[config.mk]
export PLATFORM = sky130hd
export DESIGN_NAME = i2c_fifo_irq_regs
export DESIGN_NICKNAME = d
export VERILOG_FILES = /design/src/rtl/i2c_fifo_pkg.sv /design/src/rtl/i2c_word_fifo.sv /design/src/rtl/i2c_fifo_dpath.sv /design/src/rtl/i2c_fifo_ctrl.sv /design/src/rtl/i2c_fifo_irq_regs.sv
export SDC_FILE = /design/constraint.sdc
export NUM_CORES = 1
export LEC_CHECK = 0
export CAP_MARGIN = 15
export CORE_ASPECT_RATIO = 1.5
export CORE_MARGIN = 8
export CORE_UTILIZATION = 30
export DETAILED_ROUTE_END_ITERATION = 10
export HOLD_SLACK_MARGIN = 0.1
export PLACE_DENSITY = 0.5
export SYNTH_ARGS = -nofsm -noshare
export SYNTH_HDL_FRONTEND = slang
export SYNTH_SLANG_ARGS = --single-unit
[constraint.sdc]
create_clock -name clk -period 4.55 [get_ports clk]
set_input_delay 0.6825 -clock clk [delete_from_list [all_inputs] [get_ports clk]]
set_output_delay 0.6825 -clock clk [all_outputs]
set_load 0.02 [all_outputs]
[src/rtl/i2c_fifo_pkg.sv]
package i2c_fifo_pkg;

  typedef enum logic [2:0] {
    SEL_CTRL = 3'd0,
    SEL_OCC  = 3'd1,
    SEL_MASK = 3'd2,
    SEL_IRQ  = 3'd3,
    SEL_TXD  = 3'd4,
    SEL_RXD  = 3'd5
  } regSel_e;

  // interrupt status bit positions
  localparam int IB_PKT  = 7;
  localparam int IB_ALL  = 6;
  localparam int IB_OVF  = 5;
  localparam int IB_UDF  = 4;
  localparam int IB_NACK = 3;
  localparam int IB_ARB  = 2;
  localparam int IB_TXRQ = 1;
  localparam int IB_RXRQ = 0;
  localparam int NIRQ    = 8;

  // control bit positions
  localparam int CB_RXFL = 0;
  localparam int CB_TXFL = 1;
  localparam int CB_TRIG = 2;

  typedef struct packed {
    logic txPush;
    logic txFlush;
    logic rxPop;
    logic rxFlush;
  } fifoCmd_t;

endpackage

[src/rtl/i2c_word_fifo.sv]
module i2c_word_fifo #(
  parameter int W     = 32,
  parameter int DEPTH = 8,
  localparam int AW   = (DEPTH > 1) ? $clog2(DEPTH) : 1,
  localparam int CW   = $clog2(DEPTH + 1)
) (
  input  logic          clk,
  input  logic          rstN,
  input  logic          flush,
  input  logic          push,
  input  logic [W-1:0]  pushData,
  input  logic          pop,
  output logic [W-1:0]  head,
  output logic [CW-1:0] count
);

  logic [W-1:0]  mem [DEPTH];
  logic [AW-1:0] wrPtr, rdPtr;
  logic          doPush, doPop;

  assign doPush = push && (count != CW'(DEPTH));
  assign doPop  = pop && (count != '0);
  assign head   = mem[rdPtr];

  function automatic logic [AW-1:0] nextPtr(input logic [AW-1:0] p);
    return (p == AW'(DEPTH - 1)) ? '0 : p + AW'(1);
  endfunction

  always_ff @(posedge clk) begin
    if (!rstN) begin
      wrPtr <= '0;
      rdPtr <= '0;
      count <= '0;
    end else if (flush) begin
      wrPtr <= '0;
      rdPtr <= '0;
      count <= '0;
    end else begin
      if (doPush) wrPtr <= nextPtr(wrPtr);
      if (doPop)  rdPtr <= nextPtr(rdPtr);
      count <= count + CW'(doPush) - CW'(doPop);
    end
  end

  always_ff @(posedge clk) begin
    if (doPush && !flush) mem[wrPtr] <= pushData;
  end

endmodule

[src/rtl/i2c_fifo_dpath.sv]
module i2c_fifo_dpath
  import i2c_fifo_pkg::*;
#(
  parameter int DATA_W = 32,
  parameter int DEPTH  = 8,
  localparam int CW    = $clog2(DEPTH + 1)
) (
  input  logic              clk,
  input  logic              rstN,
  input  fifoCmd_t          cmd,
  input  logic [DATA_W-1:0] hostData,
  output logic              txValid,
  input  logic              txReady,
  output logic [DATA_W-1:0] txData,
  input  logic              rxValid,
  output logic              rxReady,
  input  logic [DATA_W-1:0] rxData,
  output logic [DATA_W-1:0] rxHead,
  output logic [CW-1:0]     txCount,
  output logic [CW-1:0]     rxCount
);

  assign txValid = (txCount != '0);
  assign rxReady = (rxCount != CW'(DEPTH));

  i2c_word_fifo #(.W(DATA_W), .DEPTH(DEPTH)) u_txq (
    .clk(clk), .rstN(rstN), .flush(cmd.txFlush),
    .push(cmd.txPush), .pushData(hostData),
    .pop(txValid && txReady), .head(txData), .count(txCount)
  );

  i2c_word_fifo #(.W(DATA_W), .DEPTH(DEPTH)) u_rxq (
    .clk(clk), .rstN(rstN), .flush(cmd.rxFlush),
    .push(rxValid && rxReady), .pushData(rxData),
    .pop(cmd.rxPop), .head(rxHead), .count(rxCount)
  );

endmodule

[src/rtl/i2c_fifo_ctrl.sv]
module i2c_fifo_ctrl
  import i2c_fifo_pkg::*;
#(
  parameter int DATA_W = 32,
  parameter int DEPTH  = 8,
  parameter int TRIG_W = 3,
  localparam int CW    = $clog2(DEPTH + 1),
  localparam int FW    = NIRQ
) (
  input  logic              clk,
  input  logic              rstN,
  input  logic [2:0]        regSel,
  input  logic              wrEn,
  input  logic              rdEn,
  input  logic [FW-1:0]     wrField,
  output logic [DATA_W-1:0] rdData,
  input  logic [DATA_W-1:0] rxHead,
  input  logic [CW-1:0]     txCount,
  input  logic [CW-1:0]     rxCount,
  input  logic              evPktDone,
  input  logic              evAllDone,
  input  logic              evNack,
  input  logic              evArbLost,
  output fifoCmd_t          cmd,
  output logic [NIRQ-1:0]   statusQ,
  output logic [NIRQ-1:0]   maskQ
);

  regSel_e             sel;
  logic                txFlushQ, rxFlushQ;
  logic [TRIG_W-1:0]   txTrigQ, rxTrigQ;
  logic [CW-1:0]       txFree;
  logic                txFull, rxEmpty, txReq, rxReq;
  logic                wrCtrl, wrMask, wrIrq, wrTxd, rdRxd;
  logic [NIRQ-1:0]     setV, clrV, sticky;

  assign sel     = regSel_e'(regSel);
  assign wrCtrl  = wrEn && (sel == SEL_CTRL);
  assign wrMask  = wrEn && (sel == SEL_MASK);
  assign wrIrq   = wrEn && (sel == SEL_IRQ);
  assign wrTxd   = wrEn && (sel == SEL_TXD);
  assign rdRxd   = rdEn && (sel == SEL_RXD);

  assign txFree  = CW'(DEPTH) - txCount;
  assign txFull  = (txCount == CW'(DEPTH));
  assign rxEmpty = (rxCount == '0);
  assign txReq   = 32'(txFree)  >= 32'(txTrigQ) + 32'd1;
  assign rxReq   = 32'(rxCount) >= 32'(rxTrigQ) + 32'd1;

  always_comb begin
    cmd.txPush  = wrTxd && !txFull;
    cmd.rxPop   = rdRxd && !rxEmpty;
    cmd.txFlush = txFlushQ;
    cmd.rxFlush = rxFlushQ;
  end

  always_comb begin
    setV           = '0;
    setV[IB_PKT]   = evPktDone;
    setV[IB_ALL]   = evAllDone;
    setV[IB_OVF]   = wrTxd && txFull;
    setV[IB_UDF]   = rdRxd && rxEmpty;
    setV[IB_NACK]  = evNack;
    setV[IB_ARB]   = evArbLost;
    clrV           = wrIrq ? wrField : '0;
    sticky         = (statusQ & ~clrV) | setV;
    sticky[IB_TXRQ] = txReq;
    sticky[IB_RXRQ] = rxReq;
  end

  always_ff @(posedge clk) begin
    if (!rstN) begin
      txFlushQ <= 1'b0;
      rxFlushQ <= 1'b0;
      txTrigQ  <= '0;
      rxTrigQ  <= '0;
      maskQ    <= '0;
      statusQ  <= '0;
    end else begin
      txFlushQ <= wrCtrl && wrField[CB_TXFL];
      rxFlushQ <= wrCtrl && wrField[CB_RXFL];
      if (wrCtrl) begin
        rxTrigQ <= wrField[CB_TRIG +: TRIG_W];
        txTrigQ <= wrField[CB_TRIG + TRIG_W +: TRIG_W];
      end
      if (wrMask) maskQ <= wrField;
      statusQ <= sticky;
    end
  end

  always_ff @(posedge clk) begin
    if (!rstN) begin
      rdData <= '0;
    end else if (rdEn) begin
      case (sel)
        SEL_CTRL: rdData <= DATA_W'({txTrigQ, rxTrigQ, txFlushQ, rxFlushQ});
        SEL_OCC:  rdData <= DATA_W'({txFree, rxCount});
        SEL_MASK: rdData <= DATA_W'(maskQ);
        SEL_IRQ:  rdData <= DATA_W'(statusQ);
        SEL_RXD:  rdData <= rxEmpty ? '0 : rxHead;
        default:  rdData <= '0;
      endcase
    end
  end

endmodule

[src/rtl/i2c_fifo_irq_regs.sv]
module i2c_fifo_irq_regs
  import i2c_fifo_pkg::*;
#(
  parameter int DATA_W = 32,
  parameter int DEPTH  = 8,
  parameter int TRIG_W = 3,
  localparam int CW    = $clog2(DEPTH + 1)
) (
  input  logic              clk,
  input  logic              rstN,
  input  logic [2:0]        regSel,
  input  logic              wrEn,
  input  logic              rdEn,
  input  logic [DATA_W-1:0] wrData,
  output logic [DATA_W-1:0] rdData,
  output logic              txValid,
  input  logic              txReady,
  output logic [DATA_W-1:0] txData,
  input  logic              rxValid,
  output logic              rxReady,
  input  logic [DATA_W-1:0] rxData,
  input  logic              evPktDone,
  input  logic              evAllDone,
  input  logic              evNack,
  input  logic              evArbLost,
  output logic              irq
);

  fifoCmd_t          cmd;
  logic [DATA_W-1:0] rxHead;
  logic [CW-1:0]     txCount, rxCount;
  logic [NIRQ-1:0]   statusQ, maskQ;

  i2c_fifo_ctrl #(.DATA_W(DATA_W), .DEPTH(DEPTH), .TRIG_W(TRIG_W)) u_ctrl (
    .clk(clk), .rstN(rstN), .regSel(regSel), .wrEn(wrEn), .rdEn(rdEn),
    .wrField(wrData[NIRQ-1:0]), .rdData(rdData), .rxHead(rxHead),
    .txCount(txCount), .rxCount(rxCount),
    .evPktDone(evPktDone), .evAllDone(evAllDone), .evNack(evNack),
    .evArbLost(evArbLost), .cmd(cmd), .statusQ(statusQ), .maskQ(maskQ)
  );

  i2c_fifo_dpath #(.DATA_W(DATA_W), .DEPTH(DEPTH)) u_dpath (
    .clk(clk), .rstN(rstN), .cmd(cmd), .hostData(wrData),
    .txValid(txValid), .txReady(txReady), .txData(txData),
    .rxValid(rxValid), .rxReady(rxReady), .rxData(rxData),
    .rxHead(rxHead), .txCount(txCount), .rxCount(rxCount)
  );

  always_ff @(posedge clk) begin
    if (!rstN) irq <= 1'b0;
    else       irq <= |(statusQ & maskQ);
  end

endmodule

==> qor.yml, run 1 <==
run_status:
  status: "finished, final reports clean"
yosys:
  synth_xor_xnor_area_share_pct: 0.344
  ys_top_cells_by_area: "edfxtp_1 67%, mux4_2 13%, dfxtp_1 7.3%"
  ys_ff_latch: 595
  yosys.area.top_type: "edfxtp_1"
  synth_cells: 1159
  yosys.area.top_type_share_pct: 67.1
  synth_warnings: 0
  async_flop_share_pct: 0
  ys_seq_area_share_pct: 74.4
  synth_edf_count: 512
  synth-simple-area-share_pct: 3.26
  syn-num-nets: 1269
  synthDistinctLibCells: 45
  synth_compound_area_share_pct: 1.87
  syn_area_um2: 22900
  synth_top_family_by_area: "multiplexers"
  synth_mux_area_share_pct: 16.9
  synth_flop_cell: "edfxtp_1"
  synth-adder-area-share_pct: 1.87
  avgSynthCellArea_um2: 19.8
  synth_common_cells: "512 x edfxtp_1, 135 x mux4_2, 83 x dfxtp_1"
  synth_most_common_cell: "edfxtp_1"
timing:
  setup_violations: 0
  worst_slack_ns: 0.726
  slew_viol_final: 0
  period_share_pct: 84.0
  finClkSkew_ns: 0.0237
  setup_tns_ns: 0
  rsz0062_at_grt: "no"
  worstMarginPinSlew_ns: 1.02
  min_period_ns: 3.82
  hold_viol_final: 0
  slew_headroom_pct: 31.7
  fmax_mhz: 262
route:
  via_per_inst: 4.69
  wl_um: 51700
  ant_nets: 0
  drtPass1Iterations: 5
  wl_per_cell_um: 21.5
  num_vias: 11258
  drt_iter0_markers: 594
  drc: 0
placement:
  port-buffer-count: 143
  dp_cells: 2287
  pre_cts_ws_ns: 1.09
  dp_hpwl_um: 31300
  gp_congestion: 0.727
  placedInstanceArea_um2: 25700
clock_tree:
  htree_levels: 2
  clockBufferDepth: 3
  cts_setup_buffers: 0
  clock_latency_ns: 0.61
  postCtsHoldBufs: 0
  cts_resized: 0
  cts_root_buf: "clkbuf_16"
  cts_sinks: 595
  clkTransAtPathRegs_ns: 0.06
  cts_tree: "done"
  cts_buffers: 58
cells_and_area:
  final_area_um2: 27800
  area_growth_pct: 21.2
  drive_above_1_share_pct: 22.8
  n_fill_cell: 7041
  final_cells: 2401
  fin_nets: 1449
critical_path:
  cp.arrival_ns: 3.14
  start_kind: "flop"
  required_ns: 3.87
  crit_type: "flop to output port"
  r2r_start: "u_dpath.u_rxq.count[2]"
  crit_path_end: "txData[10]"
  rrSetupSlack_ns: 1.84
  cp_max_fo: 32
  reg2reg_to: "u_dpath.u_rxq.mem[4][23]"
  reg2reg_depth: 7
  worstSetupEndpointType: "output port"
die:
  die_w_um: 242
  initial_utilization_pct: 30.2
  ioPinCount: 144
  die_area_um2: 85600
  die_y_um: 354
  placement_rows: 124
  core_area_um2: 75900
worst_hold_path:
  hold_path.class: "flop to flop"
power:
  total_power_w: 0.0131
  powerDensity_nw_per_um2: 472
  internal_power_w: 0.0100
  p_seq_share_pct: 47.9
  peakVddDrop_mv: 0.331
  p_leak_nw: 8.66
  power.switching_w: 0.00305
  p_clk_share_pct: 38.4
  combPwrFrac_pct: 13.6
  switching_share_pct: 23.3
grt:
  antenna_found_initial: 9
  overflow: 0
  grt_max_degree: 45
  first_global_vias: 12233
  grt_pass1_wl_um: 78200
  track_usage_pct: 11.8
flow_run:
  drv_cap: 0
-- metrics by stage --
stage | hold slack (ns) | util [%]
2_1_floorplan | 0.455 | -
3_3_place_gp | 0.444 | 33.9
3_5_place_dp | 0.446 | 33.9
4_1_cts | 0.454 | 36.6
5_1_grt | 0.464 | 36.6
6_report | 0.448 | 36.6
-- per-layer routing --
metal | vias to the layer above | share of wire, % | GRT usage, % | wire (um)
met4 | 8 | 1.7 | 2.72 | 905
met1 | 5873 | 41 | 14.1 | 21200
met5 | - | 0.10 | 0 | 54
li1 | 5016 | - | - | -
met3 | 75 | 6.1 | 3.32 | 3150
met2 | 286 | 51 | 21.1 | 26400
-- how the worst min path moves through the flow --
stage / startpoint / to / slack (ns) / cells past startpoint
CTS: u_ctrl.rdData[30] / u_ctrl.rdData[30] / 0.45 / 2
floorplan: u_dpath.u_txq.rdPtr[2] / flop / 0.45 / 2
global route: u_ctrl.rdData[30] / u_ctrl.rdData[30] / 0.46 / 2
global placement: u_ctrl.rdData[9] / u_ctrl.rdData[9] / 0.44 / 2
detailed placement: u_ctrl.rdData[30] / u_ctrl.rdData[30] / 0.45 / 2
finish: u_ctrl.rdData[30] / u_ctrl.rdData[30] / 0.45 / 2
-- sequential cells by signal, indices dropped and copies added, names as in the netlist, named ones only --
name and cells:
u_ctrl.statusQ 8, u_dpath.u_rxq.count 4, u_ctrl.rxTrigQ 3, u_ctrl.rdData 32
u_dpath.u_rxq.wrPtr 3, irq 1, u_ctrl.txFlushQ 1, u_ctrl.txTrigQ 3
u_ctrl.rxFlushQ 1, u_dpath.u_rxq.rdPtr 3, u_dpath.u_txq.count 4, u_dpath.u_txq.wrPtr 3
u_dpath.u_txq.mem 256, u_dpath.u_txq.rdPtr 3, u_ctrl.maskQ 8, u_dpath.u_rxq.mem 256
-- power groups by stage --
stage | logic, W | registers (W) | clock network (W)
2_1_floorplan | 0.00120 | 0.00630 | 0
3_3_place_gp | 0.00181 | 0.00640 | 0
3_5_place_dp | 0.00183 | 0.00640 | 0
4_1_cts | 0.00184 | 0.00629 | 0.00518
5_1_grt | 0.00196 | 0.00631 | 0.00536
6_report | 0.00179 | 0.00628 | 0.00503
-- layout by cell type (no fill, tap or decap), types with 34 or more instances in the layout --
cell	netlist	routed
dfxtp_1	83	77
mux2_2	34	34
nand2_1	50	50
clkdlybuf4s50_1	0	143
clkbuf_16	0	59
edfxtp_1	512	512
mux2i_1	44	44
nor2_1	61	48
mux4_2	135	135
-- worst max-delay path: stages, from the launching register on --
cell	delay, ns
dfxtp_4	0.78
buf_4	0.37
mux4_2	0.52
mux2_2	0.30
clkdlybuf4s50_1	0.55
-- cell families (layout without fill, tap and decap cells) --
group                      after synthesis  after routing
xor gates and xnor gates                 9              9
DFF                                    595            595
muxes                                  213            213
and+or+nand+nor                        159            159
other                                    0              5
buffers and inverters                   74            303
adders and majority gates               33             33
AOI/OAI and AO/OA                       76             76
-- final cells by class --
cell class / count / area, um2 / area share (%)
sequential: 595 / 17100 / 61.4
multi-input combinational: 490 / 5670 / 20.4
timing repair buffer: 172 / 1670 / 6.03
clock buffer: 78 / 1590 / 5.72
tap: 1008 / 1260 / 4.54
clock inverter: 31 / 423 / 1.52
inverter: 22 / 82.6 / 0.297
antenna: 5 / 12.5 / 0.0451
Note: power is estimated with default switching activity, not from simulation.
==> inputs of run 2 (changes only) <==
Settings changed: PLACE_DENSITY 0.5 to 0.48.
Clock period 4.55 ns to 3.85 ns, I/O delays scaled along.
==> qor.yml, run 2 (synthesis results as in run 1) <==
timing:
  setup_tns_ns: 0  # unchanged
  finClkSkew_ns: 0.0321  # +0.00847 ns
  setup_violations: 0  # unchanged
  rsz0062_at_grt: "no"
  holdWs_ns: 0.463  # +0.0152 ns
  fmax_mhz: 288
  slew_viol_final: 0  # unchanged
  slew_headroom_pct: 36.7  # +5.0 points
  period_share_pct: 90.1
  worstMarginPinSlew_ns: 0.947  # -0.0775 ns
  min_period_ns: 3.47
  hold_viol_final: 0  # unchanged
cells_and_area:
  final_area_um2: 28000  # +0.69%
  drive_above_1_share_pct: 23.3  # +0.46 points
  area_growth_pct: 22.1
  final_cells: 2407  # +0.25%
  fin_nets: 1458  # +0.62%
  layout_common_cells: "512 x edfxtp_1, 143 x clkdlybuf4s50_1, 135 x mux4_2"
  top_regs: "u_dpath.u_rxq.mem x256, u_dpath.u_txq.mem x256, u_ctrl.rdData x32"
  layout_commonest_cell: "edfxtp_1"
  n_fill_cell: 7028  # -0.18%
  fin_util_pct: 36.8  # +0.25 points
power:
  p_seq_share_pct: 47.7  # -0.2 points
  powerDensity_nw_per_um2: 554  # +17%
  peakVddDrop_mv: 0.402  # +21%
  p_clk_share_pct: 38.3  # about the same
  combPwrFrac_pct: 14.0  # +0.4 points
  power.switching_w: 0.00369  # +21%
  internal_power_w: 0.0118  # +18%
  p_leak_nw: 8.71  # +0.58%
  switching_share_pct: 23.8  # +0.50 points
critical_path:
  cp_max_fo: 22  # -31%
  r2r_start: "u_dpath.u_rxq.count[2]"
  required_ns: 3.27  # -0.60 ns
  reg2reg_depth: 7  # unchanged
  cp.arrival_ns: 2.89  # -0.25 ns
  start_kind: "flop"
  crit_type: "flop to output port"
  rrSetupSlack_ns: 1.09  # -0.75 ns
  worstSetupEndpointType: "output port"
  reg2reg_to: "u_dpath.u_rxq.mem[6][23]"
route:
  wl_um: 52800  # +2.1%
  highest_layer: "met5"
  num_vias: 11207  # -0.45%
  ant_nets: 0  # unchanged
  via_per_inst: 4.66  # -0.70%
  wl_met3_um: 3300  # +4.8%
  drc: 0  # unchanged
  met2_length_um: 27600  # +4.3%
  drtPass1Iterations: 6  # +1
  drt_iter0_markers: 477  # -20%
  drt-met1-wl_um: 21000  # -1.1%
  wl_per_cell_um: 22.0  # +1.9%
clock_tree:
  cts_buffers: 59  # +1.7%
  clock_latency_ns: 0.63  # +0.02 ns
  cts_setup_buffers: 0  # unchanged
  htree_levels: 2  # unchanged
  clkTransAtPathRegs_ns: 0.06  # about the same
  cts_sinks: 595  # unchanged
  cts_tree: "done"
  cts_root_buf: "clkbuf_16"
  cts_resized: 0  # unchanged
  postCtsHoldBufs: 0  # unchanged
  clockBufferDepth: 3  # unchanged
placement:
  dp_hpwl_um: 32100  # +2.5%
  gp_congestion: 0.714  # -1.9%
  port-buffer-count: 143  # unchanged
  placedInstanceArea_um2: 25900  # +0.81%
  dp_cells: 2295  # +0.35%
grt:
  grt_pass1_wl_um: 79200  # +1.3%
  overflow: 0  # unchanged
  grt_max_degree: 35  # -22%
  antenna_found_initial: 5  # -4
  track_usage_pct: 12.1  # +0.30 points
  first_global_vias: 12245  # +0.098%
die:
  ioPinCount: 144  # unchanged
  core_area_um2: 75900  # unchanged
  initial_utilization_pct: 30.2  # unchanged
  die_y_um: 354  # unchanged
  placement_rows: 124  # unchanged
  die_area_um2: 85600  # unchanged
  die_w_um: 242  # unchanged
worst_hold_path:
  hp-start: "u_ctrl.rdData[12]"
  holdPathStages: 2  # unchanged
  hold_path.class: "flop to flop"
  hold_end: "u_ctrl.rdData[12]"
flow_run:
  drv_cap: 0  # unchanged
run_status:
  status: "finished, final reports clean"
==> run 2: final cells by class <==
type / count / area (um2) / share of cell area (%)
inverter: 22 / 82.6 / 0.295
multi-input combinational: 490 / 5690 / 20.4
sequential: 595 / 17000 / 61.0
tap: 1008 / 1260 / 4.51
timing repair buffer: 180 / 1860 / 6.65
clock inverter: 32 / 397 / 1.42
clock buffer: 76 / 1600 / 5.73
antenna: 4 / 10.0 / 0.0358
==> run 2: power by group through the flow <==
stage / combinational, W / clock (W) / sequential, W
6_report: 0.00217 / 0.00593 / 0.00739
5_1_grt: 0.00238 / 0.00635 / 0.00742
4_1_cts: 0.00225 / 0.00613 / 0.00740
3_5_place_dp: 0.00223 / 0 / 0.00754
3_3_place_gp: 0.00222 / 0 / 0.00753
2_1_floorplan: 0.00142 / 0 / 0.00744
==> run 2: worst max-delay path, stage by stage (launching register included) <==
cell and delay (ns):
dfxtp_4 0.60, buf_12 0.27, mux4_2 0.52, mux2_2 0.31, clkdlybuf4s50_1 0.57
==> run 2: how the worst max path moves through the flow <==
stage               from                       end  slack (ns)  depth (start not counted)
2_1_floorplan  regSel[0]   u_dpath.u_txq.mem[6][0]        0.47                          5
3_3_place_gp   regSel[2]  u_dpath.u_txq.mem[5][25]        0.79                          8
3_5_place_dp   regSel[0]    u_dpath.u_rxq.count[3]        0.77                         10
4_1_cts             flop                txData[28]        0.24                          4
5_1_grt             flop                 txData[2]        0.20                          4
6_report            flop                 txData[1]        0.38                          4
==> run 2: per-layer routing <==
metal  track usage [%]  vias to the layer above
met2              22.2                      229
met5                 0                        -
met1              13.8                     5874
li1                  -                     5037
met4              3.03                        2
met3              3.60                       65
==> run 2: metrics by stage <==
| step | power, W | setup WS (ns) |
|---|---|---|
| final | 0.0155 | 0.380 |
| after global routing | 0.0161 | 0.196 |
| after CTS | 0.0158 | 0.244 |
| after detailed placement | 0.00977 | 0.774 |
| after global placement | 0.00975 | 0.785 |
| after floorplan | 0.00886 | 0.472 |
